## src/rtl/spim_pkg.sv

```systemverilog
package spim_pkg;
  // Transfer format captured when a character is accepted.
  typedef struct packed {
    logic wide;       // 1: long character, 0: short character
    logic lsb_first;  // bit 0 travels first
    logic cpha;       // 0: sample on leading edge, 1: on trailing edge
    logic cpol;       // rest level of the serial clock
  } spim_fmt_t;
endpackage

```

## src/rtl/spim_baud.sv

```systemverilog
module spim_baud #(
  parameter int DIV_W = 8
) (
  input  logic             clk,
  input  logic             rst_n,
  input  logic             load,
  input  logic             run,
  input  logic [DIV_W-1:0] div_in,
  output logic             tick
);
  logic [DIV_W-1:0] div_q, div_d;
  logic [DIV_W-1:0] cnt_q, cnt_d;
  logic [DIV_W-1:0] div_eff;

  // A divisor of zero is reserved and acts as one.
  assign div_eff = (div_in == '0) ? DIV_W'(1) : div_in;
  assign tick    = run && (cnt_q == div_q);

  always_comb begin
    div_d = div_q;
    cnt_d = cnt_q;
    if (load) begin
      div_d = div_eff;
      cnt_d = '0;
    end else if (run) begin
      cnt_d = tick ? '0 : cnt_q + 1'b1;
    end
  end

  always_ff @(posedge clk or negedge rst_n) begin
    if (!rst_n) begin
      div_q <= DIV_W'(1);
      cnt_q <= '0;
    end else begin
      div_q <= div_d;
      cnt_q <= cnt_d;
    end
  end
endmodule

```

## src/rtl/spim_engine.sv

```systemverilog
module spim_engine
  import spim_pkg::*;
#(
  parameter int WORD_W   = 16,
  parameter int NARROW_W = 8
) (
  input  logic              clk,
  input  logic              rst_n,
  input  spim_fmt_t         fmt_in,
  input  logic              tx_valid,
  input  logic [WORD_W-1:0] tx_data,
  input  logic              rx_read,
  input  logic              tick,
  input  logic              miso,
  output logic              start,
  output logic              busy,
  output logic              sclk,
  output logic              mosi,
  output logic [WORD_W-1:0] rx_data,
  output logic              rx_ready
);
  localparam int EDGE_W = $clog2(2 * WORD_W + 1);
  localparam int IDX_W  = EDGE_W - 1;

  function automatic logic [WORD_W-1:0] flip(input logic [WORD_W-1:0] v);
    logic [WORD_W-1:0] r;
    for (int i = 0; i < WORD_W; i++) r[i] = v[WORD_W-1-i];
    return r;
  endfunction

  logic              busy_q, busy_d;
  logic [EDGE_W-1:0] eidx_q, eidx_d;
  spim_fmt_t         fmt_q, fmt_d;
  logic [WORD_W-1:0] tx_q, tx_d;
  logic [WORD_W-1:0] rxs_q, rxs_d;
  logic [WORD_W-1:0] hold_q, hold_d;
  logic              rdy_q, rdy_d;

  logic              lead, last_edge, sample_ev, shift_ev, last_sample;
  logic [IDX_W-1:0]  last_idx;
  logic [WORD_W-1:0] rx_in, rx_word;

  assign start     = tx_valid && !busy_q;
  assign lead      = !eidx_q[0];
  assign last_edge = fmt_q.wide ? (eidx_q == EDGE_W'(2 * WORD_W - 1))
                                : (eidx_q == EDGE_W'(2 * NARROW_W - 1));
  assign last_idx  = fmt_q.wide ? IDX_W'(WORD_W - 1) : IDX_W'(NARROW_W - 1);
  assign sample_ev = tick && (fmt_q.cpha ? !lead : lead);
  assign shift_ev  = tick && (fmt_q.cpha ? (lead && eidx_q != '0)
                                         : (!lead && !last_edge));
  assign last_sample = sample_ev && (eidx_q[EDGE_W-1:1] == last_idx);
  assign rx_in     = {rxs_q[WORD_W-2:0], miso};

  // Receive shifter holds first bit highest; normalise to right-justified.
  always_comb begin
    if (fmt_q.lsb_first) begin
      rx_word = fmt_q.wide ? flip(rx_in) : (flip(rx_in) >> (WORD_W - NARROW_W));
    end else begin
      rx_word = fmt_q.wide ? rx_in : (rx_in & WORD_W'((1 << NARROW_W) - 1));
    end
  end

  always_comb begin
    busy_d = busy_q;
    eidx_d = eidx_q;
    fmt_d  = fmt_q;
    tx_d   = tx_q;
    rxs_d  = rxs_q;
    hold_d = hold_q;
    rdy_d  = rdy_q;
    if (start) begin
      busy_d = 1'b1;
      eidx_d = '0;
      fmt_d  = fmt_in;
      rxs_d  = '0;
      if (fmt_in.lsb_first) tx_d = flip(tx_data);
      else if (fmt_in.wide) tx_d = tx_data;
      else                  tx_d = tx_data << (WORD_W - NARROW_W);
    end else if (tick) begin
      eidx_d = eidx_q + 1'b1;
      if (sample_ev) rxs_d = rx_in;
      if (shift_ev)  tx_d  = {tx_q[WORD_W-2:0], 1'b0};
      if (last_edge) busy_d = 1'b0;
    end
    if (rx_read) rdy_d = 1'b0;
    if (last_sample) begin
      rdy_d  = 1'b1;
      hold_d = rx_word;
    end
  end

  always_ff @(posedge clk or negedge rst_n) begin
    if (!rst_n) begin
      busy_q <= 1'b0;
      eidx_q <= '0;
      fmt_q  <= '0;
      tx_q   <= '0;
      rxs_q  <= '0;
      hold_q <= '0;
      rdy_q  <= 1'b0;
    end else begin
      busy_q <= busy_d;
      eidx_q <= eidx_d;
      fmt_q  <= fmt_d;
      tx_q   <= tx_d;
      rxs_q  <= rxs_d;
      hold_q <= hold_d;
      rdy_q  <= rdy_d;
    end
  end

  assign busy     = busy_q;
  assign sclk     = busy_q ? (fmt_q.cpol ^ eidx_q[0]) : fmt_in.cpol;
  assign mosi     = busy_q && tx_q[WORD_W-1];
  assign rx_data  = hold_q;
  assign rx_ready = rdy_q;
endmodule

```

## src/rtl/spim_master.sv

```systemverilog
module spim_master
  import spim_pkg::*;
#(
  parameter int DIV_W    = 8,
  parameter int WORD_W   = 16,
  parameter int NARROW_W = 8
) (
  input  logic              clk,
  input  logic              rst_n,
  input  logic [DIV_W-1:0]  cfg_div,
  input  logic              cfg_wide,
  input  logic              cfg_lsb_first,
  input  logic              cfg_cpha,
  input  logic              cfg_cpol,
  input  logic [WORD_W-1:0] tx_data,
  input  logic              tx_valid,
  output logic              tx_ready,
  output logic [WORD_W-1:0] rx_data,
  output logic              rx_ready,
  input  logic              rx_read,
  output logic              idle,
  output logic              sclk,
  output logic              mosi,
  input  logic              miso
);
  spim_fmt_t fmt_in;
  logic      start, busy, tick;

  assign fmt_in = '{wide: cfg_wide, lsb_first: cfg_lsb_first,
                    cpha: cfg_cpha, cpol: cfg_cpol};

  spim_baud #(.DIV_W(DIV_W)) u_baud (
    .clk    (clk),
    .rst_n  (rst_n),
    .load   (start),
    .run    (busy),
    .div_in (cfg_div),
    .tick   (tick)
  );

  spim_engine #(.WORD_W(WORD_W), .NARROW_W(NARROW_W)) u_engine (
    .clk      (clk),
    .rst_n    (rst_n),
    .fmt_in   (fmt_in),
    .tx_valid (tx_valid),
    .tx_data  (tx_data),
    .rx_read  (rx_read),
    .tick     (tick),
    .miso     (miso),
    .start    (start),
    .busy     (busy),
    .sclk     (sclk),
    .mosi     (mosi),
    .rx_data  (rx_data),
    .rx_ready (rx_ready)
  );

  assign idle     = !busy;
  assign tx_ready = !busy;
endmodule

```

## config.mk

```make
export PLATFORM = sky130hd
export DESIGN_NAME = spim_master
export DESIGN_NICKNAME = d
export VERILOG_FILES = /design/src/rtl/spim_pkg.sv /design/src/rtl/spim_baud.sv /design/src/rtl/spim_engine.sv /design/src/rtl/spim_master.sv
export SDC_FILE = /design/constraint.sdc
export NUM_CORES = 1
export LEC_CHECK = 0
export BUFFER_PORTS_ARGS = -buffer_cell sky130_fd_sc_hd__buf_4
export CAP_MARGIN = 20
export CORE_MARGIN = 10
export CORE_UTILIZATION = 30
export DETAILED_ROUTE_END_ITERATION = 16
export MAX_ROUTING_LAYER = met4
export PLACE_DENSITY_LB_ADDON = 0.05
export SLEW_MARGIN = 10
export SYNTH_ARGS = -nofsm -noshare
export SYNTH_HDL_FRONTEND = slang
export SYNTH_SLANG_ARGS = --single-unit
export TNS_END_PERCENT = 10
```

## constraint.sdc

```tcl
create_clock -name clk -period 2.5 [get_ports clk]
set_clock_uncertainty 0.2 [all_clocks]
set_input_delay 0.375 -clock clk [delete_from_list [all_inputs] [get_ports clk]]
set_output_delay 0.375 -clock clk [all_outputs]
set_load 0.02 [all_outputs]
```

== After elaboration in Yosys (flattened, before gate mapping) ==
Index checks and enable logic that the tools add are counted.

* Output and inout port bits: 21
* Bits of input ports: 33
* Register bits: 75
* Word-level logic and storage cells: 68

* Reductions and logical operators: 22
* Mux-type cells: 27
* Eq/ne operators: 4
* Bitwise gates (word level): 1
* Add/subtract/negate cells: 2

{| class="wikitable"
|+ Operators by type and width
! operator !! number
|-
| 16-bit 2-to-1 mux || 8
|-
| 15-bit 2-to-1 mux || 3
|-
| 8-bit 2-to-1 mux || 4
|-
| 6-bit 2-to-1 mux || 2
|-
| 2-bit nonzero test || 6
|-
| 1-bit 2-to-1 mux || 9
|-
| 8-bit by 1-bit adder with 8-bit output, second input constant || 1
|-
| 8-bit equality test || 1
|-
| 1-bit logical AND || 8
|-
| 8-bit logical NOT || 1
|-
| 6-bit by 1-bit adder with 6-bit output, second input constant || 1
|-
| 6-bit by 4-bit equality test with 1-bit output, second input constant || 1
|-
| 6-bit by 5-bit equality test with 1-bit output, second input constant || 1
|-
| 2-bit AND reduction || 3
|-
| 6-bit nonzero test || 1
|-
| 5-bit equality test || 1
|-
| 4-bit 2-to-1 mux || 1
|-
| 1-bit logical NOT || 3
|-
| 1-bit XOR || 1
|}

== Longest topological paths before layout ==
Gate-level depths: netlist of the first run.

* Depth in word-level cells: 9
* Gate-level depth with buffers: 8

== Cells and area by module ==
A second synthesis of the first run with hierarchy kept.

* Cells, all modules: 386
* Area, all modules: 4020.1 sq um

{| class="wikitable"
|+ By module, submodules not included
! module !! area an instance (sq um) !! times used !! cells an instance
|-
| spim_engine || 3193.1 || 1 || 311
|-
| spim_baud || 815.8 || 1 || 73
|-
| spim_master || 11.3 || 1 || 2
|}

== Worst setup path before layout of the first run ==
OpenSTA, ideal clock, no wires.

* Path type: register to register
* Start: register u_engine.eidx_q[0]
* End: register u_engine.tx_q[10]
* Path slack: -0.075 ns
* Path buffers: 2
* Required time: 2.163 ns
* Period minus slack after synthesis: 2.575 ns
* Data arrival time: 2.238 ns
* Stages on the path, launching flop included: 9
* Cell sequence: dfrtp_1 clkbuf_1 inv_1 ha_1 a211o_1 a2111oi_4 buf_4 mux2i_1 a21oi_1

* Word-level cells in the longest chain between the ends: 8

{| class="wikitable"
|+ Ends and longest elaborated chain
! item !! RTL line !! source
|-
| start: declaration || spim_engine.sv:32 || <nowiki>logic [EDGE_W-1:0] eidx_q, eidx_d;</nowiki>
|-
| start signal: assignment || spim_engine.sv:103 || <nowiki>eidx_q <= eidx_d;</nowiki>
|-
| 6-bit by 4-bit equality test with 1-bit output or 6-bit by 5-bit equality test with 1-bit output (tied branches) || spim_engine.sv:46, spim_engine.sv:45 ||
|-
| 1-bit 2-to-1 mux || spim_engine.sv:45 || <nowiki>assign last_edge = fmt_q.wide ? (eidx_q == EDGE_W'(2 * WORD_W - 1))</nowiki>
|-
| 1-bit logical NOT || spim_engine.sv:50 || <nowiki>: (!lead && !last_edge));</nowiki>
|-
| 1-bit logical AND || spim_engine.sv:50 ||
|-
| 1-bit 2-to-1 mux (*) || spim_engine.sv:49 || <nowiki>assign shift_ev = tick && (fmt_q.cpha ? (lead && eidx_q != '0)</nowiki>
|-
| 1-bit logical AND (*) || spim_engine.sv:49 ||
|-
| 2-bit nonzero test (no line) (*) || -- ||
|-
| 2-bit AND reduction (no line) (*) || -- ||
|-
| end signal: assignment || spim_engine.sv:105 || <nowiki>tx_q <= tx_d;</nowiki>
|-
| end: declaration || spim_engine.sv:34 || <nowiki>logic [WORD_W-1:0] tx_q, tx_d;</nowiki>
|}

Mark *: on every way between the ends. The rest lies on a longest branch, timed or not.
A chain may end at the register's enable or synchronous reset.

== Final worst setup path of the first run ==
* Start: register u_baud.cnt_q[2]
* End: register u_engine.hold_q[8] (netlist: u_engine.rx_data[8])

* Word-level cells in the longest chain between the ends: 4

{| class="wikitable"
|+ Ends and longest elaborated chain
! item !! RTL line !! source
|-
| start: declaration || spim_baud.sv:12 || <nowiki>logic [DIV_W-1:0] cnt_q, cnt_d;</nowiki>
|-
| start signal: assignment || spim_baud.sv:36 || <nowiki>cnt_q <= cnt_d;</nowiki>
|-
| 8-bit equality test || spim_baud.sv:17 || <nowiki>assign tick = run && (cnt_q == div_q);</nowiki>
|-
| 1-bit logical AND || spim_baud.sv:17 ||
|-
| 1-bit logical AND || spim_engine.sv:48 || <nowiki>assign sample_ev = tick && (fmt_q.cpha ? !lead : lead);</nowiki>
|-
| 1-bit logical AND || spim_engine.sv:51 || <nowiki>assign last_sample = sample_ev && (eidx_q[EDGE_W-1:1] == last_idx);</nowiki>
|-
| end signal: assignment || spim_engine.sv:107 || <nowiki>hold_q <= hold_d;</nowiki>
|-
| end: declaration || spim_engine.sv:36 || <nowiki>logic [WORD_W-1:0] hold_q, hold_d;</nowiki>
|}

No other way between the ends.

==> results of run 1 <==
-- layer usage --
layer	track usage	up-vias	routed length, um
met2	0.174	55	4420
met4	0.0556	0	191
met3	0.0263	12	331
li1	-	1430	-
met1	0.139	1372	4590
met5	-	-	0
-- worst register-to-register path, stage by stage, from the launching register on --
cell and delay, ps:
dfrtp_1 390, xor2_1 170, a211o_1 360, nor4_4 370, nand3_4 280, mux2_1 410
-- cell usage after synthesis --
library cell	number	area [um^2]
a2111oi_4	1	27.5
a211o_1	2	17.5
a211oi_1	2	15.0
a21oi_1	27	135
a221oi_1	5	43.8
a22oi_1	3	22.5
a32o_1	1	10.0
and2_1	3	18.8
and3_1	1	6.26
buf_1	1	3.75
buf_2	1	5.00
buf_4	3	22.5
buf_6	1	11.3
clkbuf_1	15	56.3
dfrtp_1	74	1850
dfstp_2	1	26.3
ha_1	3	37.5
inv_1	9	33.8
mux2_1	9	101
mux2_2	23	259
mux2i_1	49	490
nand2_1	39	146
nand3_1	4	20.0
nand3_4	1	17.5
nand4_1	1	6.26
nor2_1	48	180
nor2b_1	11	68.8
nor3_1	4	20.0
nor4_1	2	12.5
nor4_4	1	21.3
nor4bb_1	1	10.0
o2111ai_1	2	17.5
o21ai_0	8	40.0
o22ai_1	1	6.26
o311ai_1	1	8.76
o31ai_1	1	7.51
or2_2	1	6.26
or3_1	1	6.26
xnor2_1	11	96.3
xor2_1	5	43.8
-- per-stage QoR --
step / setup WS (ps) / hold slack [ps] / util / instances / instance area [um^2]
floorplan: 17.2 / -121 / - / 377 / 3940
global placement: 226 / 131 / 0.360 / 594 / 4580
detailed placement: 174 / 135 / 0.360 / 594 / 4580
CTS: 163 / 7.14 / 0.386 / 611 / 4910
global route: 103 / 9.85 / 0.386 / 611 / 4910
finish: 212 / 19.5 / 0.386 / 611 / 4910
-- flip-flops by register name, indices dropped and copies added, names as in the netlist --
signal             count
u_engine.busy          1
u_engine.fmt_q         4
u_baud.div_q           8
u_engine.tx_q         16
u_engine.rx_data      16
u_baud.cnt_q           8
u_engine.rxs_q        15
u_engine.eidx_q        6
u_engine.rx_ready      1
-- area by class of cell --
| type | count | area share |
|---|---|---|
| multi-input combinational | 272 | 0.392 |
| clock inverter | 5 | 0.0122 |
| clock buffer | 11 | 0.0515 |
| tap | 172 | 0.0439 |
| sequential | 75 | 0.383 |
| timing repair buffer | 67 | 0.111 |
| inverter | 9 | 0.00689 |
-- logic make-up after synthesis --
| family | share of synthesized area |
|---|---|
| AOI/OAI and AO/OA | 0.0894 |
| buffers and inverters | 0.0337 |
| DFF | 0.478 |
| and+or+nand+nor | 0.137 |
| xor gates and xnor gates | 0.0356 |
| muxes | 0.216 |
| adders and majority gates | 0.00955 |
-- final timing paths --
kind,start,endpoint,slack (ps),cells past startpoint
max in group asynchronous,rst_n,u_engine.tx_q[5],1200,3
worst max register to register,u_baud.cnt_q[2],u_engine.rx_data[8],210,5
min in group asynchronous,rst_n,u_engine.eidx_q[2],310,2
worst min register to register,u_engine.rx_data[13],u_engine.rx_data[13],290,1
worst min-delay path,rx_read,u_engine.rx_ready,20,2
worst max-delay path,u_baud.cnt_q[2],u_engine.rx_data[8],210,5
-- what timing repair did --
action | CTS | global route
resized for setup | 0 | 0
endpoints found under the hold margin | 25 | 0
hold buffers | 1 | 0
-- report_power, final --
group          switching [W]  total [W]  internal (W)
registers           0.000397    0.00200       0.00160
logic               0.000695    0.00138      0.000681
clock network       0.000525    0.00136      0.000831
total                0.00162    0.00473       0.00311
==> impl_results.md, run 1 <==
- Run status: complete, no violations
- GRT overflow: 0
- Crit path max-delay cell type: mux2_1
- Seq cells post-synth: 75
- Via count: 2869
- Clock transition at the registers of the reported paths: around 60 ps
- Remaining antenna violation count after routing: 0
- CTS tree: built
- Clock tree buffer depth: 2
- Hold Crit Class: in -> reg
- Most frequent cells in the layout: dfrtp_1 (74), buf_4 (63), mux2i_1 (49)
- WP data arrival: 2310 ps
- First-pass DRT Iterations: 4
- Worst EP required: 2520 ps
- Clock Tree Root: clkbuf_16
- Delay-heaviest family, CP: simple AND/OR/NAND/NOR gates
- Via density: 4.70
- Syn_area_per_cell: roughly 10 um^2
- Most common cell after layout, fill and taps aside: dfrtp_1
- HPWL Detailed: 6720 um
- Port bufs: 53
- Largest net degree at the start of global routing: 50
- Yosys warns: 0
- GPL Wtd Cong: 0.741
- Final TNS setup: 0 ps
- Final nets: 470
- Seq/Total Area, Yosys: 0.478
- Layout cells sized above 1: 0.253
- Vias in the first global route: 3140
- Die span in x: 134 um
- Peak supply drop: 0.374 mV
- Die area: 0.0181 mm^2
- Num Clock Sinks: 75
- Initial antenna violation count: 0
- Initial core utilization: 0.309
- Worst-Skew Late Latency: 340 ps
- Register area: around 0.0019 mm^2
- Total power: 0.00473 W
- Slowest stage delay, CP: about 400 ps
- Final Hold Vio Count: 0
- Highest net fanout along the worst path: 17
- Mapped Area: 0.00393 mm^2
- Final Slew Violations: 0
- CP Buf/Inv Count: 0
- Distinct cells, synth: 40
- Max-cap viol count: 0
- Remaining DRCs: 0
- Post-Syn Instances: 377
- Syn Nets: 413
- WL/cell: 15.6 um
- Post-CTS setup buffer count: 0
- Pwr Density: 964 mW/mm^2
- Area of the multi-input gates: 0.00192 mm^2
- Die Y: 134 um
- Top Ports: 54
- Htree depth: 3
- Tcrit/Tclk final: 0.915
- CP endpoint kind: register
- Worst-margin pin slew: approximately 730 ps
- CP Launch Type: register
- CTS Buf Count: 9
- Slew headroom: 0.516
- Core area: roughly 0.013 mm^2
- Ant diodes: 0
- FMAX: around 440 MHz
- RSZ-0062 raised after global routing: false
- Final min period: 2290 ps
- Global-route wire length before repair: 16100 um
- Row count: 41
- GRT Overall Usage: 0.114
- Crit-path cells: xor2_1 -> a211o_1 -> nor4_4 -> nand3_4 -> mux2_1
- CP Class: reg -> reg
- Fill cell count: 1336
- Leakage Power: 2.17 nW
- Final wirelength: 9530 um
- DRT iter0 DRCs: between 100 and 150
- Final setup vio count: 0
- Area delta synth->final: 24.8%
No activity file was read; power rests on OpenSTA's default activity.
==> run 2, diff against run 1 <==
--- a/config.mk
+++ b/config.mk
@@ -5,10 +5,11 @@
 export SDC_FILE = /design/constraint.sdc
 export NUM_CORES = 1
 export LEC_CHECK = 0
-export BUFFER_PORTS_ARGS = -buffer_cell sky130_fd_sc_hd__buf_4
+export BUFFER_PORTS_ARGS = -buffer_cell sky130_fd_sc_hd__buf_2
 export CAP_MARGIN = 20
 export CORE_MARGIN = 10
-export CORE_UTILIZATION = 30
+export CORE_UTILIZATION = 43
+export CTS_CLUSTER_SIZE = 12
 export DETAILED_ROUTE_END_ITERATION = 16
 export MAX_ROUTING_LAYER = met4
 export PLACE_DENSITY_LB_ADDON = 0.05
==> impl_results.md, run 2 (synthesis gave the netlist of run 1 again) <==
- Remaining DRCs: 0 (unchanged)
- GRT Overall Usage: 0.135 (was 0.114)
- HPWL Detailed: 6090 um (was 6720 um)
- Via density: 5.20 (was 4.70)
- Hold WS: 12.5 ps (was 19.5 ps)
- RSZ-0062 raised after global routing: false (unchanged)
- Post_cts resized: 0 (unchanged)
- Final nets: 471 (was 470)
- Hold depth: 2 (unchanged)
- Via count: 2851 (was 2869)
- Hold EP: u_engine.rx_ready (unchanged)
- Area delta synth->final: 16.0% (was 24.8%)
- Largest net degree at the start of global routing: 44 (was 50)
- Leakage Power: 2.07 nW (was 2.17 nW)
- Max-cap viol count: 0 (unchanged)
- Die Y: 116 um (was 134 um)
- Post-CTS setup buffer count: 0 (unchanged)
- Final Slew Violations: 0 (unchanged)
- Top Ports: 54 (unchanged)
- WP data arrival: 2330 ps (was 2310 ps)
- Most common cell after layout, fill and taps aside: dfrtp_1 (unchanged)
- Worst R2R Start: u_baud.cnt_q[2] (unchanged)
- Initial core utilization: 0.446 (was 0.309)
- CP Class: reg -> reg (unchanged)
- Worst-margin pin slew: 896 ps (was 727 ps)
- Hold Crit Class: in -> reg (unchanged)
- Die span in x: 116 um (was 134 um)
- Initial antenna violation count: 0 (unchanged)
- Worst-Skew Late Latency: 350 ps (was 340 ps)
- Vias in the first global route: 2941 (was 3140)
- CP Launch Type: register (unchanged)
- Htree depth: 3 (unchanged)
- FMAX: 436 MHz (was 437 MHz)
- Num Clock Sinks: 75 (unchanged)
- Clock transition at the registers of the reported paths: 80 ps (was 60 ps)
- Die area: 0.0134 mm^2 (was 0.0181 mm^2)
- Remaining antenna violation count after routing: 0 (unchanged)
- Slew headroom: 0.403 (was 0.516)
- Reg2Reg Depth: 5 (unchanged)
- Tcrit/Tclk final: 0.917 (was 0.915)
- Global-route wire length before repair: 14200 um (was 16100 um)
- Final wirelength: 8400 um (was 9530 um)
- Post-Layout Cell Count: 548 (was 611)
- Area of placed instances: 0.00436 mm^2 (was 0.00458 mm^2)
- GRT overflow: 0 (unchanged)
- First-pass DRT Iterations: 4 (unchanged)
- Peak supply drop: 0.377 mV (was 0.374 mV)
- Final Hold Vio Count: 0 (unchanged)
- Finished Cell Area: 0.00456 mm^2 (was 0.00491 mm^2)
- CTS tree: built (unchanged)
- Final min period: 2290 ps (about the same)
- Worst EP required: 2530 ps (was 2520 ps)
- CP endpoint kind: register (unchanged)
- Hold_buf cts: 1 (unchanged)
- Clock Tree Root: clkbuf_8 (was clkbuf_16)
- R2R Path End: u_engine.rx_data[9] (was u_engine.rx_data[8])
- Ant diodes: 0 (unchanged)
- Pwr Density: 928 mW/mm^2 (was 964 mW/mm^2)
- Clock tree buffer depth: 2 (unchanged)
- WL/cell: 15.3 um (was 15.6 um)
- Placed Cells incl. Taps: 531 (was 594)
- Most frequent cells in the layout: dfrtp_1 (74), buf_2 (52), mux2i_1 (49) (was dfrtp_1 (74), buf_4 (63), mux2i_1 (49))
- Run status: complete, no violations (unchanged)
- Core area: 0.00881 mm^2 (was 0.0127 mm^2)
- Worst reg2reg setup slack: 210 ps (about the same)
- CTS Buf Count: 9 (unchanged)
- Row count: 34 (was 41)
- Port bufs: 53 (unchanged)
- Final TNS setup: 0 ps (unchanged)
- Worst Hold Launch: rx_read (unchanged)
- Layout cells sized above 1: 0.250 (was 0.253)
- Final setup vio count: 0 (unchanged)
- GPL Wtd Cong: 0.760 (was 0.741)
- DRT iter0 DRCs: 92 (was 124)
- Highest net fanout along the worst path: 17 (unchanged)
-- run 2: layout make-up --
cell class                 count  area [um^2]
clock buffer                  12          145
clock inverter                 4         50.0
fill                         823         4250
inverter                       9         33.8
multi-input combinational    272         1920
sequential                    75         1880
tap                          108          135
timing repair buffer          68          395
-- run 2: metrics by stage --
step           worst slack (ps)   util  power (W)
2_1_floorplan              17.2      -    0.00294
3_3_place_gp                245  0.495    0.00331
3_5_place_dp                174  0.495    0.00334
4_1_cts                     171  0.518    0.00428
5_1_grt                    90.8  0.518    0.00458
6_report                    207  0.518    0.00423
-- run 2: metal layers --
| metal | vias up | share of wire | track usage |
|---|---|---|---|
| met5 | - | 0 | - |
| met4 | 0 | 0.014 | 0.0450 |
| met3 | 10 | 0.042 | 0.0326 |
| met2 | 58 | 0.45 | 0.199 |
| met1 | 1354 | 0.50 | 0.180 |
| li1 | 1429 | - | - |
-- run 2: worst max-delay path by stage --
stage / endpoint / startpoint / cells past startpoint / slack (ps)
CTS: u_engine.rx_data[9] / u_baud.cnt_q[2] / 5 / 170
global placement: u_engine.rx_data[9] / u_baud.cnt_q[2] / 5 / 240
finish: u_engine.rx_data[9] / u_baud.cnt_q[2] / 5 / 210
floorplan: u_engine.rx_data[10] / u_baud.cnt_q[2] / 6 / 20
global route: u_engine.eidx_q[4] / u_baud.cnt_q[3] / 6 / 90
detailed placement: u_engine.rx_data[9] / u_baud.cnt_q[2] / 5 / 170
-- run 2: power by group --
part	internal, W	switching [W]
logic	0.000645	0.000662
clock network	0.000488	0.000446
registers	0.00160	0.000391
total	0.00273	0.00150
-- run 2: critical path: stages (launching register included) --
cell	delay [ps]
dfrtp_1	390
xor2_1	160
a211o_1	370
nor4_4	370
nand3_4	280
mux2_1	400
